--- src/rtl/i2c_flag_pkg.sv ---
package i2c_flag_pkg;
  // status word 1 positions
  localparam int S1_START = 0;
  localparam int S1_ADDR  = 1;
  localparam int S1_TDC   = 2;
  // status word 2 positions
  localparam int S2_BUSY  = 0;
  localparam int S2_DIR   = 1;
  localparam int S2_GC    = 2;
  localparam int S2_DEV   = 3;
  localparam int S2_HOST  = 4;
  localparam int S2_SEC   = 5;

  typedef struct packed {
    logic sec;
    logic host;
    logic dev;
    logic gc;
  } match_t;
endpackage

--- src/rtl/i2c_flag_cell.sv ---
// Single flag with set priority over clear.
module i2c_flag_cell (
  input  logic clk,
  input  logic rst_n,
  input  logic set_i,
  input  logic clr_i,
  output logic q_o
);
  always_ff @(posedge clk or negedge rst_n) begin
    if (!rst_n)     q_o <= 1'b0;
    else if (set_i) q_o <= 1'b1;
    else if (clr_i) q_o <= 1'b0;
  end

  p_set_wins_r6: assert property (@(posedge clk) disable iff (!rst_n)
    set_i |=> q_o);
  p_no_spurious_r6: assert property (@(posedge clk) disable iff (!rst_n)
    (!q_o && !set_i) |=> !q_o);
endmodule

--- src/rtl/i2c_read_seq.sv ---
// Sticky "status 1 was read" bit, used up by the first follow-up access.
module i2c_read_seq (
  input  logic clk,
  input  logic rst_n,
  input  logic rd_stat1,
  input  logic rd_stat2,
  input  logic wr_data,
  output logic clr_by_wr,
  output logic clr_by_rd
);
  logic armed;

  always_ff @(posedge clk or negedge rst_n) begin
    if (!rst_n)                    armed <= 1'b0;
    else if (rd_stat1)             armed <= 1'b1;
    else if (wr_data || rd_stat2)  armed <= 1'b0;
  end

  assign clr_by_wr = armed & wr_data;
  assign clr_by_rd = armed & rd_stat2;

  p_arm_r5: assert property (@(posedge clk) disable iff (!rst_n)
    rd_stat1 |=> armed);
  p_consume_r5: assert property (@(posedge clk) disable iff (!rst_n)
    (!rd_stat1 && (wr_data || rd_stat2)) |=> !armed);
endmodule

--- src/rtl/i2c_sts1_flags.sv ---
module i2c_sts1_flags (
  input  logic clk,
  input  logic rst_n,
  input  logic start_gen,
  input  logic addr_ok,
  input  logic byte_done,
  input  logic rx_mode,
  input  logic data_unread,
  input  logic data_empty,
  input  logic no_stretch,
  input  logic clr_wr,
  input  logic clr_rd,
  output logic start_f,
  output logic addr_f,
  output logic tdc_f
);
  logic tdc_hit;

  assign tdc_hit = no_stretch & byte_done & (rx_mode ? data_unread : data_empty);

  i2c_flag_cell u_start (.clk(clk), .rst_n(rst_n), .set_i(start_gen), .clr_i(clr_wr), .q_o(start_f));
  i2c_flag_cell u_addr  (.clk(clk), .rst_n(rst_n), .set_i(addr_ok),   .clr_i(clr_rd), .q_o(addr_f));
  i2c_flag_cell u_tdc   (.clk(clk), .rst_n(rst_n), .set_i(tdc_hit),   .clr_i(clr_wr), .q_o(tdc_f));

  p_start_hold_r2: assert property (@(posedge clk) disable iff (!rst_n)
    (start_f && !clr_wr) |=> start_f);
  p_addr_hold_r4: assert property (@(posedge clk) disable iff (!rst_n)
    (addr_f && !clr_rd) |=> addr_f);
  p_tdc_stretch_r9: assert property (@(posedge clk) disable iff (!rst_n)
    (!tdc_f && !no_stretch) |=> !tdc_f);
endmodule

--- src/rtl/i2c_sts2_flags.sv ---
module i2c_sts2_flags
  import i2c_flag_pkg::*;
#(
  parameter int PEC_W = 8
) (
  input  logic             clk,
  input  logic             rst_n,
  input  logic             periph_en,
  input  logic             pec_en,
  input  logic [PEC_W-1:0] pec_val,
  input  logic             addr_ok,
  input  match_t           match_in,
  input  logic             dir_tx,
  input  logic             bus_stop,
  input  logic             bus_start,
  input  logic             line_low,
  output match_t           match_q,
  output logic             dir_q,
  output logic             busy_q,
  output logic [PEC_W-1:0] pec_q
);
  logic bus_clr;
  assign bus_clr = bus_stop | bus_start;

  always_ff @(posedge clk or negedge rst_n) begin
    if (!rst_n)          match_q <= '0;
    else if (!periph_en) match_q <= '0;
    else if (addr_ok)    match_q <= match_in;
    else if (bus_clr)    match_q <= '0;
  end

  always_ff @(posedge clk or negedge rst_n) begin
    if (!rst_n)        dir_q <= 1'b0;
    else if (addr_ok)  dir_q <= dir_tx;
    else if (bus_stop) dir_q <= 1'b0;
  end

  always_ff @(posedge clk or negedge rst_n) begin
    if (!rst_n)       pec_q <= '0;
    else if (!pec_en) pec_q <= '0;
    else              pec_q <= pec_val;
  end

  i2c_flag_cell u_busy (.clk(clk), .rst_n(rst_n), .set_i(line_low), .clr_i(bus_stop), .q_o(busy_q));

  p_en_off_r7: assert property (@(posedge clk) disable iff (!rst_n)
    !periph_en |=> (match_q == '0));
  p_bus_clr_r7: assert property (@(posedge clk) disable iff (!rst_n)
    (bus_clr && !addr_ok) |=> (match_q == '0));
  p_dir_stop_r8: assert property (@(posedge clk) disable iff (!rst_n)
    (bus_stop && !addr_ok) |=> !dir_q);
  p_pec_off_r11: assert property (@(posedge clk) disable iff (!rst_n)
    !pec_en |=> (pec_q == '0));
  p_busy_set_r10: assert property (@(posedge clk) disable iff (!rst_n)
    line_low |=> busy_q);
endmodule

--- src/rtl/i2c_flag_tracker.sv ---
module i2c_flag_tracker
  import i2c_flag_pkg::*;
#(
  parameter int STAT_W = 16,
  parameter int PEC_W  = 8
) (
  input  logic              clk,
  input  logic              rst_n,
  input  logic              periph_en,
  input  logic              pec_en,
  input  logic [PEC_W-1:0]  pec_val,
  input  logic              start_gen,
  input  logic              addr_done,
  input  logic              addr_nack,
  input  logic              match_sec,
  input  logic              match_host,
  input  logic              match_dev,
  input  logic              match_gc,
  input  logic              addr_dir_tx,
  input  logic              byte_done,
  input  logic              rx_mode,
  input  logic              data_unread,
  input  logic              data_empty,
  input  logic              no_stretch,
  input  logic              bus_stop,
  input  logic              bus_start,
  input  logic              sda_in,
  input  logic              scl_in,
  input  logic              rd_stat1,
  input  logic              rd_stat2,
  input  logic              wr_data,
  output logic [STAT_W-1:0] stat1,
  output logic [STAT_W-1:0] stat2
);
  localparam int PEC_LSB = STAT_W - PEC_W;

  logic       addr_ok, clr_wr, clr_rd;
  logic       start_f, addr_f, tdc_f;
  logic       dir_q, busy_q;
  match_t     match_in, match_q;
  logic [PEC_W-1:0] pec_q;

  assign addr_ok  = addr_done & ~addr_nack;
  assign match_in = '{sec: match_sec, host: match_host, dev: match_dev, gc: match_gc};

  i2c_read_seq u_seq (
    .clk(clk), .rst_n(rst_n), .rd_stat1(rd_stat1), .rd_stat2(rd_stat2),
    .wr_data(wr_data), .clr_by_wr(clr_wr), .clr_by_rd(clr_rd)
  );

  i2c_sts1_flags u_s1 (
    .clk(clk), .rst_n(rst_n), .start_gen(start_gen), .addr_ok(addr_ok),
    .byte_done(byte_done), .rx_mode(rx_mode), .data_unread(data_unread),
    .data_empty(data_empty), .no_stretch(no_stretch), .clr_wr(clr_wr),
    .clr_rd(clr_rd), .start_f(start_f), .addr_f(addr_f), .tdc_f(tdc_f)
  );

  i2c_sts2_flags #(.PEC_W(PEC_W)) u_s2 (
    .clk(clk), .rst_n(rst_n), .periph_en(periph_en), .pec_en(pec_en),
    .pec_val(pec_val), .addr_ok(addr_ok), .match_in(match_in),
    .dir_tx(addr_dir_tx), .bus_stop(bus_stop), .bus_start(bus_start),
    .line_low(~sda_in | ~scl_in), .match_q(match_q), .dir_q(dir_q),
    .busy_q(busy_q), .pec_q(pec_q)
  );

  always_comb begin
    stat1           = '0;
    stat1[S1_START] = start_f;
    stat1[S1_ADDR]  = addr_f;
    stat1[S1_TDC]   = tdc_f;
    stat2           = '0;
    stat2[S2_BUSY]  = busy_q;
    stat2[S2_DIR]   = dir_q;
    stat2[S2_GC]    = match_q.gc;
    stat2[S2_DEV]   = match_q.dev;
    stat2[S2_HOST]  = match_q.host;
    stat2[S2_SEC]   = match_q.sec;
    stat2[STAT_W-1:PEC_LSB] = pec_q;
  end

  p_nack_r3: assert property (@(posedge clk) disable iff (!rst_n)
    (addr_done && addr_nack && !stat1[S1_ADDR]) |=> !stat1[S1_ADDR]);
  p_addr_set_r3: assert property (@(posedge clk) disable iff (!rst_n)
    (addr_done && !addr_nack) |=> stat1[S1_ADDR]);
  p_stop_busy_r10: assert property (@(posedge clk) disable iff (!rst_n)
    (bus_stop && sda_in && scl_in) |=> !stat2[S2_BUSY]);
endmodule

--- config.mk ---
export PLATFORM = sky130hd
export DESIGN_NAME = i2c_flag_tracker
export DESIGN_NICKNAME = d
export VERILOG_FILES = /design/src/rtl/i2c_flag_pkg.sv /design/src/rtl/i2c_flag_cell.sv /design/src/rtl/i2c_read_seq.sv /design/src/rtl/i2c_sts1_flags.sv /design/src/rtl/i2c_sts2_flags.sv /design/src/rtl/i2c_flag_tracker.sv
export SDC_FILE = /design/constraint.sdc
export NUM_CORES = 1
export LEC_CHECK = 0
export BUFFER_PORTS_ARGS = -buffer_cell sky130_fd_sc_hd__buf_4
export CAP_MARGIN = 30
export CORE_AREA = 2 2 56 58
export DETAILED_ROUTE_END_ITERATION = 10
export DIE_AREA = 0 0 58 60
export GPL_ROUTABILITY_DRIVEN = 0
export SYNTH_ARGS = -nofsm -noshare
export SYNTH_HDL_FRONTEND = slang
export SYNTH_SLANG_ARGS = --single-unit
--- constraint.sdc ---
create_clock -name clk -period 2.3 [get_ports clk]
set_input_delay 0.69 -clock clk [delete_from_list [all_inputs] [get_ports clk]]
set_output_delay 0.69 -clock clk [all_outputs]
set_load 0.01 [all_outputs]
After elaboration in Yosys (flattened, before gate mapping). Index checks and enable logic that the tools add are counted.

Flip-flop bits (word level): 18. Bits of input ports: 32. Output and inout bits: 32. Word-level logic and storage cells: 44.

Eq/ne operators: 1. Multiplexer cells: 15. Bitwise logic cells: 10. Reductions and logical operators: 7.

Operators by type and width (number): 4-bit 2-to-1 mux (3); 2-bit nonzero test (6); 1-bit 2-to-1 mux (11); 8-bit 2-to-1 mux (1); 1-bit AND (5); 3-bit by 1-bit != test with 1-bit output (second input constant) (1); 1-bit NOT (3); 1-bit bitwise OR (2); 1-bit logical OR (1).

Longest topological paths before layout. Gate-level depths: netlist of run 1.

Depth after elaboration: 4. Mapped depth: 2. Mapped depth without buffers: 2.

By module. A second synthesis of run 1 with hierarchy kept.

Cell total of the unflattened synthesis: 79. Area total of the unflattened synthesis: 873.3 um2.

Modules (own cells, without submodules): i2c_sts2_flags (times used 1, cells each 36, area each 485.5 um2, sequential area each 325.3 um2); i2c_flag_tracker (times used 1, cells each 23, area each 171.4 um2, sequential area each 0.0 um2); i2c_flag_cell (times used 4, cells each 3, area each 36.3 um2, sequential area each 25.0 um2); i2c_read_seq (times used 1, cells each 5, area each 53.8 um2, sequential area each 25.0 um2); i2c_sts1_flags (times used 1, cells each 3, area each 17.5 um2, sequential area each 0.0 um2).

Worst setup path after synthesis of run 1. Ideal clock, no wire load.

Kind: input to register. Start: input rx_mode. End: register u_s1.u_tdc.q_o. Setup time: 122 ps. Arrival: 1221 ps. Required time: 2178 ps. Slack: 957 ps. Cell stages on the path: 2. Buffers on the path: 0. Cells stage by stage: mux2_1 -> a32o_1.

Longest elaborated chain between the ends: 3. Elaborated cells on any way between the ends: 4. Those cells by class: mux (2); bitwise (1); reduce/logical (1).

RTL lines: start: declaration (line i2c_flag_tracker.sv:21) `input logic rx_mode,`; 1-bit 2-to-1 mux (*) (line i2c_sts1_flags.sv:19) `assign tdc_hit = no_stretch & byte_done & (rx_mode ? data_unread : data_empty);`; 1-bit AND (*) (line i2c_sts1_flags.sv:19); 1-bit 2-to-1 mux or 2-bit nonzero test (tied branches); end signal: assignment (line i2c_flag_cell.sv:10) `if (!rst_n) q_o <= 1'b0;`; end signal: assignment (line i2c_flag_cell.sv:11) `else if (set_i) q_o <= 1'b1;`; end signal: assignment (line i2c_flag_cell.sv:12) `else if (clr_i) q_o <= 1'b0;`; end: declaration (line i2c_flag_cell.sv:7) `output logic q_o`.

Every way passes the cells marked *; elsewhere a longest branch is shown, timed or not. A chain may end at the register's enable or synchronous reset.

Final worst setup path of run 1.
Start: register, netlist name u_s2.match_q[0]. End: output stat2[2].

RTL lines: end: declaration (line i2c_flag_tracker.sv:33) `output logic [STAT_W-1:0] stat2`.

No word-level cell between the ends.

==> results of run 1 <==
==> cell usage after synthesis, types with 2 or more instances <==
library cell | number | area, um^2
buf_4 | 20 | 150
dfrtp_1 | 18 | 450
and2_1 | 8 | 50.1
a41o_1 | 4 | 40.0
and4b_1 | 4 | 40.0
a21o_1 | 2 | 15.0
nand2_1 | 2 | 7.51
nor2_1 | 2 | 7.51
==> cell type report <==
cell class                 count  area [um^2]
clock buffer                   4         36.3
sequential                    18          450
inverter                       1         3.75
fill                         293         1720
timing repair buffer          48          360
multi-input combinational     44          287
tap                           33         41.3
==> worst max-delay path by stage <==
stage	endpoint	from
after floorplan	u_s1.u_tdc.q_o	rx_mode
after global placement	u_s1.u_tdc.q_o	rx_mode
after detailed placement	u_s1.u_tdc.q_o	rx_mode
after CTS	stat2[2]	u_s2.match_q[0]
after global routing	stat2[3]	u_s2.match_q[1]
final	stat2[2]	u_s2.match_q[0]
==> cells by family after synthesis <==
| logic type | after synthesis | share of synthesized area [%] |
|---|---|---|
| and+or+nand+nor | 18 | 14.9 |
| other | 1 | 0.447 |
| buffers and inverters | 21 | 18.4 |
| AOI/OAI and AO/OA | 9 | 9.85 |
| DFF | 18 | 53.7 |
| muxes | 2 | 2.69 |
==> sequential cells by signal, summed over array words and instances (netlist names) <==
register,flops
u_s2.pec_q,8
u_s2.match_q,4
u_s1.u_addr.q_o,1
u_s1.u_start.q_o,1
u_s1.u_tdc.q_o,1
u_s2.dir_q,1
u_s2.u_busy.q_o,1
u_seq.armed,1
==> stage by stage <==
stage	instance area [um^2]	hold slack (ns)	std cells	worst slack (ns)	utilization, %
floorplan	891	0.394	83	0.957	-
global placement	1140	0.462	144	0.834	39.4
detailed placement	1140	0.473	144	0.816	39.4
CTS	1180	0.248	148	0.772	40.6
global route	1180	0.246	148	0.726	40.6
finish	1180	0.255	148	0.782	40.6
==> power groups by stage <==
stage          combinational, mW  clock [mW]  sequential (mW)
2_1_floorplan             0.0695           0            0.352
3_3_place_gp               0.124           0            0.348
3_5_place_dp               0.126           0            0.349
4_1_cts                    0.126       0.198            0.342
5_1_grt                    0.138       0.211            0.344
6_report                   0.124       0.187            0.342
==> cell usage in the layout (no fill, tap or decap), drive strengths merged, types with 4 or more instances in the layout <==
master   n
conb    15
clkbuf   4
and4b    4
a41o     4
and2     8
buf     48
dfrtp   18
==> routing by layer <==
metal	wire, um	vias to the layer above	track usage [%]
li1	-	292	-
met1	602	279	11.2
met2	827	35	15.3
met3	149	2	4.76
met4	12	0	1.99
met5	0	-	0
==> flow_summary.yaml, run 1 <==
status:
  status: "finished clean"
worst_setup_path:
  cp_slowest_cell: "dfrtp_1"
  reg2reg_depth: 2
  regToRegEndpoint: "u_s2.dir_q"
  cp_num_buf_inv: 1
  rrSetupSlack_ns: 1.43
  path_depth: 1
  critical_path_class: "flop to primary output"
  cp.required_ns: 1.61
  cp_slowest_stage_delay_ns: 0.40
  cpLargestDelayFamily: "flip-flops"
  r2r-start: "u_s2.dir_q"
  setup.worst_path.end_class: "primary output"
  crit_chain: "buf_4"
  crit_fanout: 2
  crit_path_start_kind: "flop"
  worstPathArrival_ns: 0.83
power_and_ir_drop:
  seqPwrFrac_pct: 52.3
  clkPwrFrac_pct: 28.7
  peakVddDrop_v: 0.000449
  power.density_nw_per_um2: 554
  switching_share_pct: 23.2
  p_leak_nw: 0.675
  p_switching_uw: 152
  combPwrFrac_pct: 19.0
  p_int_uw: 502
  p_total_uw: 653
cts:
  clock_path_buffers: 2
  cts_tree: "yes"
  clock_latency_ns: 0.28
  hold_buffers: 0
  post_cts_buffers: 0
  root_buffer: "clkbuf_4"
  cts_sinks: 18
  h-tree-depth: 1
  cts_made_buffers: 3
  clk_pin_slew_worst_paths_ns: 0.10
  cts_resized: 0
timing:
  hold_viol: 0
  setup_viol: 0
  worst_clock_skew_ns: 0.000162
  fmax_mhz: 659
  rsz0062_at_grt: "false"
  slew_violations: 0
  period_share_pct: 66.0
  finalSetupTns_ns: 0
  period_needed_ns: 1.52
die:
  start_util_pct: 28.9
  dieArea_um2: 3480
  die_w_um: 58
  rows: 20
  io_pins: 64
  die_y_um: 60
  core_area_um2: 2900
finish:
  nets: 148
  area_growth_pct: 40.6
  diodes: 0
  drive_above_1_share_pct: 47.8
detailed_routing:
  drc_errors: 0
  wire_per_inst_um: 10.8
  drtPass1Iterations: 2
  routed_via_density: 4.11
  antenna_left: 0
  drt_iter0_markers: 7
  totalWireLength_um: 1590
  vias: 608
placement:
  hpwl_um: 1320
  io_buffers: 48
grt:
  grt_overflow: 0
  grt_max_degree: 19
  grt_usage_pct: 9.38
  grt_first_pass_wirelength_um: 2410
  antenna_found_initial: 0
  grt_pass1_vias: 565
yosys:
  synth.avg_cell_area_um2: 12.1
  synth_edf_count: 0
  postSynthCellCount: 69
  synthArstFlopShare_pct: 100
  ys.flop_type: "dfrtp_1"
  yosysSeqAreaShare_pct: 53.7
  yosysUniqueCellTypes: 17
  ys_ff_latch: 18
  syn_area_um2: 838
  yosys_warnings: 0
min_path:
  hold_class: "input pin to async pin"
flow_run:
  cap_viol_max_count: 0
(Power assumes the default switching activity.)
==> run 2: changes to the inputs <==
Settings changed: ABC_AREA set to 1, CORE_AREA 2 2 56 58 to 2 2 57 59, DIE_AREA 0 0 58 60 to 0 0 59 61.
Clock period 2.3 ns to 1.6 ns, I/O delays scaled along.
==> flow_summary.yaml, run 2 <==
status:
  status: "finished clean"
power_and_ir_drop:
  p_int_uw: 712
  switching_share_pct: 25.0
  p_leak_nw: 0.730
  peakVddDrop_v: 0.000228
  p_switching_uw: 238
  combPwrFrac_pct: 18.9
  seqPwrFrac_pct: 51.8
  power.density_nw_per_um2: 803
  clkPwrFrac_pct: 29.4
detailed_routing:
  drc_errors: 0
  drt_iter0_markers: 24
  vias: 691
  drtPass1Iterations: 4
  wire_per_inst_um: 10.3
  routed_via_density: 4.06
  antenna_left: 0
  totalWireLength_um: 1760
timing:
  setup_viol: 0
  period_needed_ns: 1.33
  period_share_pct: 82.8
  rsz0062_at_grt: "false"
  worst_clock_skew_ns: 0.00666
  fmax_mhz: 754
  hold_viol: 0
  slew_violations: 0
  finalSetupTns_ns: 0
yosys:
  yosys-top-cells-area: "dfrtp_1, buf_4, nand2_1, inv_1, nand4_1"
  postSynthCellCount: 93
  synthArstFlopShare_pct: 100
  yosys_warnings: 0
  yosysSeqAreaShare_pct: 52.6
  synth_common_cells: "nand2_1, buf_4, dfrtp_1, inv_1"
  synth_edf_count: 0
  yosysTopAreaCellShare_pct: 52.6
  post-synth-top-count-cell: "nand2_1"
  ys_ff_latch: 18
  syn_area_um2: 856
  synth.avg_cell_area_um2: 9.20
  yosysUniqueCellTypes: 17
  yosysTopAreaCell: "dfrtp_1"
  ys.flop_type: "dfrtp_1"
finish:
  final_area_um2: 1180
  layout_commonest_cell: "buf_4"
  largest_register_ffs: 8
  diodes: 0
  biggestRegsByFlops: "u_s2.pec_q x8, u_s2.match_q x4"
  nets: 170
  area_growth_pct: 38.3
  regMostFlops: "u_s2.pec_q"
  final_cell_mix: "buf_4, nand2_1, dfrtp_1"
  drive_above_1_share_pct: 40.9
worst_setup_path:
  cp_num_buf_inv: 1
  critical_path_class: "flop to primary output"
  cp_slowest_cell: "dfrtp_1"
  reg2reg_depth: 2
  cp.required_ns: 1.12
  worstPathArrival_ns: 0.85
  crit_chain: "buf_4"
  path_depth: 1
  cp_slowest_stage_delay_ns: 0.41
  crit_fanout: 2
  setup.worst_path.end_class: "primary output"
  cpLargestDelayFamily: "flip-flops"
  crit_path_start_kind: "flop"
placement:
  hpwl_um: 1470
  dpl_cell_area_um2: 1150
  io_buffers: 48
die:
  rows: 20
  die_w_um: 59
  start_util_pct: 29.0
  dieArea_um2: 3600
  die_y_um: 61
  core_area_um2: 2950
  io_pins: 64
grt:
  grt_max_degree: 19
  antenna_found_initial: 0
  grt_usage_pct: 10.5
  grt_pass1_vias: 676
  grt_overflow: 0
  grt_first_pass_wirelength_um: 2790
cts:
  clock_latency_ns: 0.29
  cts_tree: "yes"
  cts_resized: 0
  cts_made_buffers: 3
  post_cts_buffers: 0
  h-tree-depth: 1
  root_buffer: "clkbuf_4"
  clk_pin_slew_worst_paths_ns: 0.11
  hold_buffers: 0
  clock_path_buffers: 2
  cts_sinks: 18
min_path:
  hold_class: "input pin to async pin"
flow_run:
  cap_viol_max_count: 0
-- run 2: changes by cell type in the layout (fill, tap and decap cells not counted), sizes merged, moves of 2 or more --
cell,before,now
and2,8,0
nand4,0,4
nand2,2,23
nand3,0,4
mux2,2,0
a41o,4,0
inv,1,13
and4b,4,0
-- run 2: layout make-up --
type	count	area, um^2
well taps	33	41.3
repair buffers	48	360
fillers	315	1770
inverters	13	51.3
flip-flops and latches	18	450
clock buffers	4	36.3
multi-input cells	54	244
-- run 2: path summary, 6_finish.rpt --
kind                                       from               end  slack, ns
worst min register to register  u_s1.u_addr.q_o   u_s1.u_addr.q_o       0.49
min in group clk                      start_gen  u_s1.u_start.q_o       0.36
worst min-delay path                      rst_n   u_s1.u_addr.q_o       0.03
max in group asynchronous                 rst_n     u_s2.pec_q[4]       1.37
worst max-delay path            u_s2.match_q[1]          stat2[3]       0.27
worst max register to register      u_seq.armed  u_s1.u_start.q_o       0.91
-- run 2: logic make-up after synthesis --
| kind of cell | count (synthesis) | synth area share, % |
|---|---|---|
| flops | 18 | 52.6 |
| other cells | 1 | 0.438 |
| compound gates | 4 | 3.22 |
| buf+inv | 35 | 25.0 |
| simple gates | 35 | 18.7 |
-- run 2: metrics by stage --
step | hold WS, ns | worst slack [ns] | power [mW] | utilization (%) | std cells
after floorplan | 0.184 | 0.634 | 0.611 | - | 107
after global placement | 0.363 | 0.606 | 0.678 | 38.9 | 166
after detailed placement | 0.364 | 0.581 | 0.683 | 38.9 | 166
after CTS | 0.0350 | 0.262 | 0.968 | 40.1 | 170
after global routing | 0.0306 | 0.226 | 1.01 | 40.1 | 170
final | 0.0346 | 0.275 | 0.950 | 40.1 | 170
-- run 2: per-layer routing --
metal / wire [um] / global-route usage, % / vias to the layer above
li1: - / - / 334
met1: 662 / 11.1 / 315
met2: 873 / 18.6 / 40
met3: 209 / 4.69 / 2
met4: 12 / 3.90 / 0
met5: 0 / 0 / -
-- run 2: power groups by stage --
stage / Combinational [mW] / Clock [mW] / Sequential (mW)
finish: 0.179 / 0.279 / 0.492
detailed placement: 0.182 / 0 / 0.501
floorplan: 0.104 / 0 / 0.507
global route: 0.200 / 0.312 / 0.495
CTS: 0.182 / 0.294 / 0.492
global placement: 0.177 / 0 / 0.501
==> run 3: changes to the inputs <==
Settings changed: ABC_AREA 1 to 0, CORE_AREA 2 2 57 59 to 2 2 56 58, DIE_AREA 0 0 59 61 to 0 0 58 60.
Clock period 1.6 ns to 1.3 ns, I/O delays scaled along.
==> flow_summary.yaml, run 3 (synthesis gave the netlist of run 1 again) <==
die:
  io_pins: 64
  rows: 20
  start_util_pct: 28.9
  die_y_um: 60
  core_area_um2: 2900
  dieArea_um2: 3480
  die_w_um: 58
timing:
  finalWorstSetupSlack_ns: 0.0818
  worst_clock_skew_ns: 0.000162
  finalSetupTns_ns: 0
  period_share_pct: 93.7
  rsz0062_at_grt: "false"
  slew_violations: 0
  setup_viol: 0
  fmax_mhz: 821
  hold_viol: 0
  period_needed_ns: 1.22
power_and_ir_drop:
  p_switching_uw: 269
  combPwrFrac_pct: 19.1
  p_int_uw: 890
  switching_share_pct: 23.2
  p_leak_nw: 0.679
  power.density_nw_per_um2: 975
  seqPwrFrac_pct: 52.2
  clkPwrFrac_pct: 28.6
  p_total_mw: 1.16
  peakVddDrop_v: 0.000795
worst_setup_path:
  critical_path_class: "flop to primary output"
  cpLargestDelayFamily: "flip-flops"
  cp-startpoint: "u_s2.match_q[0]"
  cp_num_buf_inv: 1
  cp_slowest_stage_delay_ns: 0.40
  rrSetupSlack_ns: 0.43
  regToRegEndpoint: "u_s2.dir_q"
  cp_slowest_cell: "dfrtp_1"
  worstPathArrival_ns: 0.83
  r2r-start: "u_s2.dir_q"
  setup.worst_path.end_class: "primary output"
  cp.required_ns: 0.91
  crit_fanout: 2
  crit_chain: "buf_4"
  reg2reg_depth: 2
  crit_path_start_kind: "flop"
finish:
  nets: 149
  diodes: 0
  layout_commonest_cell: "buf_4"
  nFillCells: 292
  regMostFlops: "u_s2.pec_q"
  biggestRegsByFlops: "u_s2.pec_q x8, u_s2.match_q x4"
  final_cell_mix: "buf_4, dfrtp_1, conb_1"
  largest_register_ffs: 8
  area_growth_pct: 41.8
  drive_above_1_share_pct: 47.4
detailed_routing:
  routed_via_density: 4.08
  vias: 608
  antenna_left: 0
  drtPass1Iterations: 2
  drt_iter0_markers: 8
  drc_errors: 0
  wire_per_inst_um: 10.8
  totalWireLength_um: 1600
cts:
  h-tree-depth: 1
  root_buffer: "clkbuf_4"
  clock_latency_ns: 0.28
  cts_sinks: 18
  clk_pin_slew_worst_paths_ns: 0.10
  cts_made_buffers: 3
  cts_tree: "yes"
  clock_path_buffers: 2
placement:
  hpwl_um: 1320
  io_buffers: 48
  post-place-ws_ns: 0.116
min_path:
  worstHoldStart: "start_gen"
  hold_end: "u_s1.u_start.q_o"
  hold_class: "input pin to flop"
  whs_path_depth: 2
grt:
  grt_max_degree: 19
  grt_pass1_vias: 572
  grt_first_pass_wirelength_um: 2440
  grt_usage_pct: 9.47
  grt_overflow: 0
  antenna_found_initial: 0
status:
  status: "finished clean"
flow_run:
  cap_viol_max_count: 0
[run 3: timing repair]
item,4_1_cts,5_1_grt
hold endpoints to repair,18,0
buffers inserted,0,0
hold buffers,1,0
resized for setup,0,0
endpoints found under the setup margin,0,0
[run 3: area by class of cell]
| class | count | area, um^2 | share of cell area, % |
|---|---|---|---|
| multi-input combinational | 44 | 287 | 24.1 |
| timing repair buffer | 49 | 370 | 31.2 |
| sequential | 18 | 450 | 37.9 |
| inverter | 1 | 3.75 | 0.316 |
| tap | 33 | 41.3 | 3.47 |
| clock buffer | 4 | 36.3 | 3.05 |
[run 3: power groups by stage]
stage | Combinational, mW | Clock [mW] | Sequential (mW)
2_1_floorplan | 0.123 | 0 | 0.623
3_3_place_gp | 0.220 | 0 | 0.615
3_5_place_dp | 0.223 | 0 | 0.617
4_1_cts | 0.226 | 0.350 | 0.606
5_1_grt | 0.246 | 0.373 | 0.609
6_report | 0.222 | 0.332 | 0.605
[run 3: metal layers]
metal | track usage [%] | routed length (um)
met1 | 11.4 | 617
met2 | 15.3 | 824
met3 | 4.76 | 146
met4 | 1.99 | 12
met5 | 0 | 0
[run 3: how the worst max path moves through the flow]
stage	cells after the start	slack, ns	endpoint
6_report	1	0.08	stat2[2]
4_1_cts	1	0.07	stat2[2]
5_1_grt	1	0.03	stat2[3]
3_5_place_dp	3	0.12	u_s1.u_tdc.q_o
2_1_floorplan	2	0.26	u_s1.u_tdc.q_o
3_3_place_gp	3	0.13	u_s1.u_tdc.q_o
[run 3: through the flow]
stage	instances	hold slack (ns)	cell area, um^2	utilization [%]
after detailed placement	144	0.273	1140	39.4
after floorplan	83	0.0944	891	-
after CTS	149	0.266	1190	40.9
final	149	0.281	1190	40.9
after global placement	144	0.276	1140	39.4
after global routing	149	0.270	1190	40.9
